==> config.mk <==
export PLATFORM = sky130hd
export DESIGN_NAME = barrel_shift_unit
export DESIGN_NICKNAME = d
export VERILOG_FILES = /design/src/rtl/shf_pkg.sv /design/src/rtl/shf_amount_sel.sv /design/src/rtl/shf_right_engine.sv /design/src/rtl/shf_carry_pick.sv /design/src/rtl/barrel_shift_unit.sv
export SDC_FILE = /design/constraint.sdc
export NUM_CORES = 1
export LEC_CHECK = 0
export ABC_AREA = 1
export BUFFER_PORTS_ARGS = -buffer_cell sky130_fd_sc_hd__buf_2
export CORE_ASPECT_RATIO = 0.6
export CORE_MARGIN = 2
export CORE_UTILIZATION = 40
export DETAILED_ROUTE_END_ITERATION = 7
export PLACE_DENSITY_LB_ADDON = 0.05
export SKIP_LAST_GASP = 1
export SYNTH_ARGS = -nofsm -noshare
export SYNTH_HDL_FRONTEND = slang
export SYNTH_SLANG_ARGS = --single-unit
==> constraint.sdc <==
create_clock -name vclk -period 6.7
set_clock_uncertainty 0.1 [all_clocks]
set_input_delay 0 -clock vclk [all_inputs]
set_output_delay 0 -clock vclk [all_outputs]
set_load 0.01 [all_outputs]
==> src/rtl/shf_pkg.sv <==
package shf_pkg;

    typedef enum logic [2:0] {
        SK_LSL = 3'd0,
        SK_LSR = 3'd1,
        SK_ASR = 3'd2,
        SK_ROR = 3'd3,
        SK_RRX = 3'd4
    } shf_kind_e;

endpackage

==> src/rtl/shf_amount_sel.sv <==
module shf_amount_sel #(
    parameter int IMM_W = 5,
    parameter int AMT_W = 8
) (
    input  logic [IMM_W-1:0] imm_amt,
    input  logic [AMT_W-1:0] reg_amt,
    input  logic             use_reg,
    output logic [AMT_W-1:0] count
);

    localparam int PAD_W = AMT_W - IMM_W;

    logic [AMT_W-1:0] imm_wide;

    assign imm_wide = {{PAD_W{1'b0}}, imm_amt};

    always_comb begin
        if (use_reg) begin
            count = reg_amt;
        end else begin
            count = imm_wide;
        end
    end

endmodule

==> src/rtl/shf_right_engine.sv <==
module shf_right_engine #(
    parameter int W = 32
) (
    input  logic [W-1:0]         word,
    input  logic [$clog2(W)-1:0] amt_lo,
    input  logic                 fill,
    input  logic                 rotate,
    input  logic                 saturate,
    output logic [W-1:0]         result
);

    localparam int L = $clog2(W);

    logic [L:0][W-1:0] stg;

    assign stg[0] = word;

    generate
        for (genvar i = 0; i < L; i++) begin : g_stage
            localparam int S = 1 << i;
            logic [W-1:0] moved;
            assign moved = rotate ? {stg[i][S-1:0], stg[i][W-1:S]}
                                  : {{S{fill}}, stg[i][W-1:S]};
            assign stg[i+1] = amt_lo[i] ? moved : stg[i];
        end
    endgenerate

    always_comb begin
        if (saturate) begin
            result = {W{fill}};
        end else begin
            result = stg[L];
        end
    end

endmodule

==> src/rtl/shf_carry_pick.sv <==
module shf_carry_pick
    import shf_pkg::*;
#(
    parameter int W     = 32,
    parameter int AMT_W = 8
) (
    input  logic [W-1:0]     word,
    input  logic [2:0]       kind,
    input  logic [AMT_W-1:0] count,
    input  logic             cin,
    output logic             cout
);

    localparam int L = $clog2(W);
    localparam logic [AMT_W-1:0] W_AMT = AMT_W'(W);

    logic [L-1:0] low_cnt;
    logic [L-1:0] left_idx;
    logic [L-1:0] right_idx;
    logic         in_range;
    logic         is_zero;

    assign low_cnt   = count[L-1:0];
    assign left_idx  = L'(0) - low_cnt;
    assign right_idx = low_cnt - L'(1);
    assign in_range  = (count <= W_AMT);
    assign is_zero   = (count == '0);

    always_comb begin
        cout = cin;
        case (kind)
            SK_RRX: cout = word[0];
            SK_LSL: begin
                if (!is_zero) cout = in_range ? word[left_idx] : 1'b0;
            end
            SK_LSR: begin
                if (!is_zero) cout = in_range ? word[right_idx] : 1'b0;
            end
            SK_ASR: begin
                if (!is_zero) cout = in_range ? word[right_idx] : word[W-1];
            end
            SK_ROR: begin
                if (!is_zero) cout = (low_cnt == '0) ? word[W-1] : word[right_idx];
            end
            default: cout = cin;
        endcase
    end

endmodule

==> src/rtl/barrel_shift_unit.sv <==
module barrel_shift_unit
    import shf_pkg::*;
#(
    parameter int WIDTH = 32,
    parameter int AMT_W = 8
) (
    input  logic [WIDTH-1:0]         din,
    input  logic [2:0]               kind,
    input  logic [$clog2(WIDTH)-1:0] amt_imm,
    input  logic [AMT_W-1:0]         amt_reg,
    input  logic                     amt_sel,
    input  logic                     cin,
    output logic [WIDTH-1:0]         dout,
    output logic                     cout
);

    localparam int L = $clog2(WIDTH);
    localparam logic [AMT_W-1:0] W_AMT = AMT_W'(WIDTH);

    shf_kind_e        k;
    logic [AMT_W-1:0] count;
    logic [WIDTH-1:0] rev_in;
    logic [WIDTH-1:0] eng_in;
    logic [WIDTH-1:0] eng_out;
    logic [WIDTH-1:0] rev_out;
    logic             is_left;
    logic             fill;
    logic             rotate;
    logic             saturate;

    assign k = shf_kind_e'(kind);

    shf_amount_sel #(.IMM_W(L), .AMT_W(AMT_W)) u_amt (
        .imm_amt (amt_imm),
        .reg_amt (amt_reg),
        .use_reg (amt_sel),
        .count   (count)
    );

    generate
        for (genvar j = 0; j < WIDTH; j++) begin : g_rev
            assign rev_in[j]  = din[WIDTH-1-j];
            assign rev_out[j] = eng_out[WIDTH-1-j];
        end
    endgenerate

    assign is_left  = (k == SK_LSL);
    assign fill     = (k == SK_ASR) & din[WIDTH-1];
    assign rotate   = (k == SK_ROR);
    assign saturate = (count >= W_AMT) & ~rotate;
    assign eng_in   = is_left ? rev_in : din;

    shf_right_engine #(.W(WIDTH)) u_eng (
        .word     (eng_in),
        .amt_lo   (count[L-1:0]),
        .fill     (fill),
        .rotate   (rotate),
        .saturate (saturate),
        .result   (eng_out)
    );

    shf_carry_pick #(.W(WIDTH), .AMT_W(AMT_W)) u_cy (
        .word  (din),
        .kind  (kind),
        .count (count),
        .cin   (cin),
        .cout  (cout)
    );

    always_comb begin
        case (k)
            SK_RRX: dout = {cin, din[WIDTH-1:1]};
            SK_LSL: dout = (count == '0) ? din : rev_out;
            SK_LSR, SK_ASR, SK_ROR: dout = (count == '0) ? din : eng_out;
            default: dout = din;
        endcase
    end

    always_comb begin
        if (k == SK_ROR) begin
            AST_ROTATE_KEEPS_ONES: assert ($countones(dout) == $countones(din));
        end
        if ((k == SK_LSL || k == SK_LSR) && count > W_AMT) begin
            AST_LOGIC_PAST_WIDTH: assert (dout == '0 && !cout);
        end
        if (k == SK_ASR && count >= W_AMT) begin
            AST_ASR_SIGN_FLOOD: assert ((dout == '0 || dout == '1) && cout == din[WIDTH-1]);
        end
        if ((k == SK_LSL || k == SK_LSR) && count != '0) begin
            AST_NO_NEW_ONES: assert ($countones(dout) + int'(cout) <= $countones(din));
        end
        if (k == SK_RRX) begin
            AST_RRX_THROUGH_CARRY: assert (cout == din[0] && dout[WIDTH-1] == cin);
        end
    end

endmodule

# Word level (Yosys, flattened, before mapping)
# Cells that the tools add are included.
# totals
reg_bits	0
latch_bits	0
ram_bits	0
mem_bits_ro	0
output_inout_bits	33
n_memories	0
# classes
add_sub_neg	2
mul	0
div	0
order_cmp	4
n_eq_ne	4
shifts	0
muxes	29
bitwise	3
n_reduce_logical	4
# op_table
op	count
$mux W32	14
$pmux W32 S3	1
$lt A5 B6 Y1 const B	2
$bmux W1 S5	2
$mux W1	10
$ge A8 B6 Y1 const B	1
$le A8 B6 Y1 const B	1
$logic_not A8 Y1	1
$mux W8	1
$eq A3 B2 Y1 const B	2
$logic_not A5 Y1	1
$pmux W1 S5	1
$sub A1 B5 Y5 const A	1
$sub A5 B1 Y5 const B	1
$eq A3 B1 Y1 const B	1
$eq A3 B3 Y1 const B	1
$logic_not A3 Y1	1
$reduce_or A3 Y1	1
$and A1 B1 Y1	2
$not A1 Y1	1

# Depth between registers and ports, before layout
# logic_depth
ltp_word	15
ltp_mapped	20
depth_no_buf	19

# Cells and area by module
# Synthesis repeated with hierarchy kept, for this count alone.
# unflattened
cells_unflattened	1118
hier_area_um2	5211.2
# by_module_without_submodules
mod	n_inst	cells_each	area_per_inst_um2	seq_area_each_um2
shf_right_engine	1	518	2384.8	0.0
barrel_shift_unit	1	368	1767.9	0.0
shf_carry_pick	1	209	962.2	0.0
shf_amount_sel	1	23	96.3	0.0

# Least setup slack after synthesis
# Ideal clock, no wire load.
# synth_path
path_type	input port to output port
startpoint	in amt_sel
endpoint	out cout
t_arrival_ns	2.113
required_time_ns	6.600
setup_slack_ns	4.487
path_stages	18
cell_sequence	buf_4 -> o21ai_2 -> buf_2 -> ha_1 -> inv_1 -> clkbuf_1 -> a21oi_1 -> o21ai_0 -> nand3_1 -> nand3_1 -> nand2_1 -> o21ai_1 -> nand2_1 -> nand2_1 -> nand2_1 -> nand3_1 -> nand2_1 -> nand3_1
# synth_between
elab_chain_cells	7
# synth_lines
item	line	text
start: declaration	barrel_shift_unit.sv:11	input logic amt_sel,
$mux W8 *	shf_amount_sel.sv:18	if (use_reg) begin
$sub A5 B1 Y5 / $sub A1 B5 Y5 (equally long branches)	shf_carry_pick.sv:25, shf_carry_pick.sv:24	
$bmux W1 S5 (on tied branches)	-	
$mux W1 (on tied branches) (3 in series)	-	
$pmux W1 S5 *	shf_carry_pick.sv:31	case (kind)
end: declaration	barrel_shift_unit.sv:14	output logic cout
# Mark *: on every way between the ends. The rest lies on a longest branch, timed or not. The select of a mux whose other input is x is not followed.

# Worst setup path in the final report
# layout_path
startpoint	in amt_sel
endpoint	out dout[15]
# layout_between
elab_chain_cells	13
# layout_lines
item	line	text
$mux W8 *	shf_amount_sel.sv:18	
$mux W32	shf_right_engine.sv:24	assign stg[i+1] = amt_lo[i] ? moved : stg[i];
$mux W32	shf_right_engine.sv:22	assign moved = rotate ? {stg[i][S-1:0], stg[i][W-1:S]}
$mux W32	shf_right_engine.sv:24	
$mux W32	shf_right_engine.sv:22	
$mux W32	shf_right_engine.sv:24	
$mux W32	shf_right_engine.sv:22	
$mux W32	shf_right_engine.sv:24	
$mux W32	shf_right_engine.sv:22	
$mux W32	shf_right_engine.sv:24	
$mux W32	shf_right_engine.sv:29	if (saturate) begin
$mux W32 (on tied branches)	barrel_shift_unit.sv:74, barrel_shift_unit.sv:73	
$pmux W32 S3 *	barrel_shift_unit.sv:71	case (k)
end: declaration	barrel_shift_unit.sv:13	output logic [WIDTH-1:0] dout,
# Mark *: on every way between the ends. The rest lies on a longest branch, timed or not.

==> results summary <==
The flow ran to the end, and the final reports show no timing, DRC or antenna violations. The accumulated negative setup slack is 0 ns. IR analysis of the VDD net gives a maximum drop of 0.0999 mV. The smallest setup slack after layout came out at 2.89 ns. The die is 89.7 µm tall. The via count of the first global-routing pass is 6605. The number of nets in the layout came out at 1149. The floorplan step defined a die boundary enclosing 0.0132 mm².

The max-slew violation total from the final report is 0. Internal power comes to 178 µW. The first detailed-routing pass ran for 8 iterations.

The count of final setup violators is 0. The DRC violations left is 0. The final route contains 7717 vias. The horizontal die dimension is 147 µm. Dividing the final minimum period by the clock period gives 56.9%.

The final routed wirelength across all metal layers came out at 26.8 mm. For this configuration, the core starts out at a cell density of 40.9%. In this run the power spent charging and discharging nets is 452 µW.

The upper clock frequency limit is 262 MHz. The met1 usage came out at 57.7%. The post-synthesis sequential area ratio is 0%.

The number of buffers added to fix hold violations after cts is 0. Timing analysis after detailed placement gives a worst setup slack of 3.01 ns. The minimum clock period after layout is 3.81 ns. The number of core rows came out at 31. The largest fanout of any net on the critical path came out at 36. In the global route stage, met2 resource usage came out at 51.9%.

For this run the aggregate overflow at the end of global routing stands at 0. The required time at the endpoint of the critical path is 6.60 ns. The placeable core area is 0.0120 mm². During I/O placement, the number of pins put on the boundary was 83. The detailed placer's ending HPWL is 20.9 mm. The area growth from synthesis to final layout is 7.72%. Synthesis handed over a netlist of 1075 instances. The most congested layer reported by global routing is met1. The wire length of the first global-routing pass came out at 39.8 mm. The total number of yosys warnings is 0. The post-route netlist has 11.0% of its cells at a drive strength greater than 1. In the global route stage, met3 resource usage came out at 16.1%. The mapped netlist covers 0.00490 mm².

The switching power as a share of total power came out at 71.7%. The leakage power came out at 2.80 nW. Across every metal layer, demand over resource in global routing totals 38.9%. The DRC marker count from the first detailed-route iteration is 1189.

The total power divided by cell area came out at 120 mW/mm². The initial antenna violation count is 1. The min-delay analysis places its worst path in the category in -> out. After layout, the clock buffer instance count stands at 0. The combinational cell fraction of total power is 100.0%.

The worst setup path is captured at a primary output. At the pin with the least slew margin, the transition time is 1.13 ns. Setup repair after global routing left no endpoint under its margin. The number of buffers inserted to repair setup after CTS is 0. The mean routed wirelength per cell came out at 21.2 µm. The type of element launching the critical path is a primary input. The clock share of power came out at 0%.

The number of nets with antenna violations after detailed routing came out at 0. In the final layout, flip-flops and latches occupy 0 µm². Leaving out fill and tap cells, the most frequent cells in the layout are nand2_1, nand3_1, buf_2, inv_1, nand4_1. The number of hold violations in the final report was 0. The number of library cell types mapped by synthesis is 27.

After detailed routing, the number of vias per cell comes to 6.12. The number of max-cap violations came out at 0. Entering global routing, the biggest net connects 96 pins. STA puts the critical path data arrival time at 3.71 ns. The sequential group share of total power came out at 0%. The count of sequential standard cells is 0. The layout has 1439 filler cells.

Leaving out fill and tap cells, the most frequent cell in the layout is nand2_1. The worst slew margin relative to its limit is 24.6%. Input and output buffers added on the ports amount to 83. The global placement routability congestion is 1.05. When the netlist entered floorplanning its net count stood at 1127. The setup path with the least slack is of type in -> out. The count of instances resized after the clock tree is built is 0. Averaged over all synthesized cells, the footprint is 4.56 µm².
==> final cells by class <==
class,instances,area (µm²),share of cell area (%)
Inverter,55,206,3.91
Tap cell,165,206,3.91
Timing Repair Buffer,97,520,9.87
Antenna cell,1,2.50,0.0474
Multi-Input combinational cell,943,4340,82.3
==> logic make-up (layout without fill, tap and decap cells) <==
logic type	count (synthesis)	in the layout	synth area share, %
AND/OR/NAND/NOR	874	874	79.0
buffers and inverters	132	152	11.7
AO/OA/AOI/OAI	64	64	7.87
XOR/XNOR	3	3	0.920
adder cells (fa/ha/maj)	2	2	0.511
other	0	1	0
==> synth_stat cells, types with 3 or more instances <==
| library cell | count | area, µm² |
|---|---|---|
| nand4_1 | 32 | 200 |
| o21ai_0 | 21 | 105 |
| inv_1 | 47 | 176 |
| o211ai_1 | 16 | 120 |
| nor2_1 | 12 | 45.0 |
| o21ai_1 | 4 | 20.0 |
| inv_2 | 8 | 30.0 |
| nand3_1 | 376 | 1880 |
| buf_4 | 9 | 67.6 |
| buf_2 | 35 | 175 |
| buf_1 | 3 | 11.3 |
| clkbuf_1 | 30 | 113 |
| nand2_1 | 446 | 1670 |
| a21oi_1 | 18 | 90.1 |
| o21ai_2 | 3 | 26.3 |
==> metal layers <==
layer,wire length [µm],vias to the layer above,part of all wire (%)
li1,-,3672,-
met1,11800,3423,44
met2,10000,569,37
met3,4350,49,16
met4,434,4,1.6
met5,148,-,0.55
==> final timing paths <==
check / cells after the start / slack [ns] / from / endpoint
max: 14 / 2.89 / amt_sel / dout[15]
min: 4 / 0.26 / cin / cout
==> power groups by stage <==
stage / sequential [mW] / clock [mW] / combinational (mW)
finish: 0 / 0.0000000228 / 0.630
CTS: 0 / 0 / 0.602
global placement: 0 / 0 / 0.608
global route: 0 / 0.0000000271 / 0.681
detailed placement: 0 / 0 / 0.600
floorplan: 0 / 0 / 0.399
==> per-stage QoR <==
stage	std cells	instance area, µm²	utilization [%]	total power, mW	hold slack (ns)
floorplan	1075	4900	-	0.399	0.0449
global placement	1260	5270	44.0	0.608	0.260
detailed placement	1260	5270	44.0	0.600	0.256
CTS	1260	5270	44.0	0.602	0.257
global route	1261	5280	44.0	0.681	0.279
finish	1261	5280	44.0	0.630	0.258
==> worst max-delay path: stages <==
cell	delay [ns]
buf_2	0.21
inv_1	0.08
nand2_1	0.07
nand2_2	0.05
inv_2	0.45
ha_1	0.25
inv_1	0.12
nor3_4	0.28
nand4_2	0.66
inv_2	0.78
nand2_1	0.19
nand3_1	0.13
nand4_1	0.20
buf_2	0.21
No activity file was read; power rests on OpenSTA's default activity.
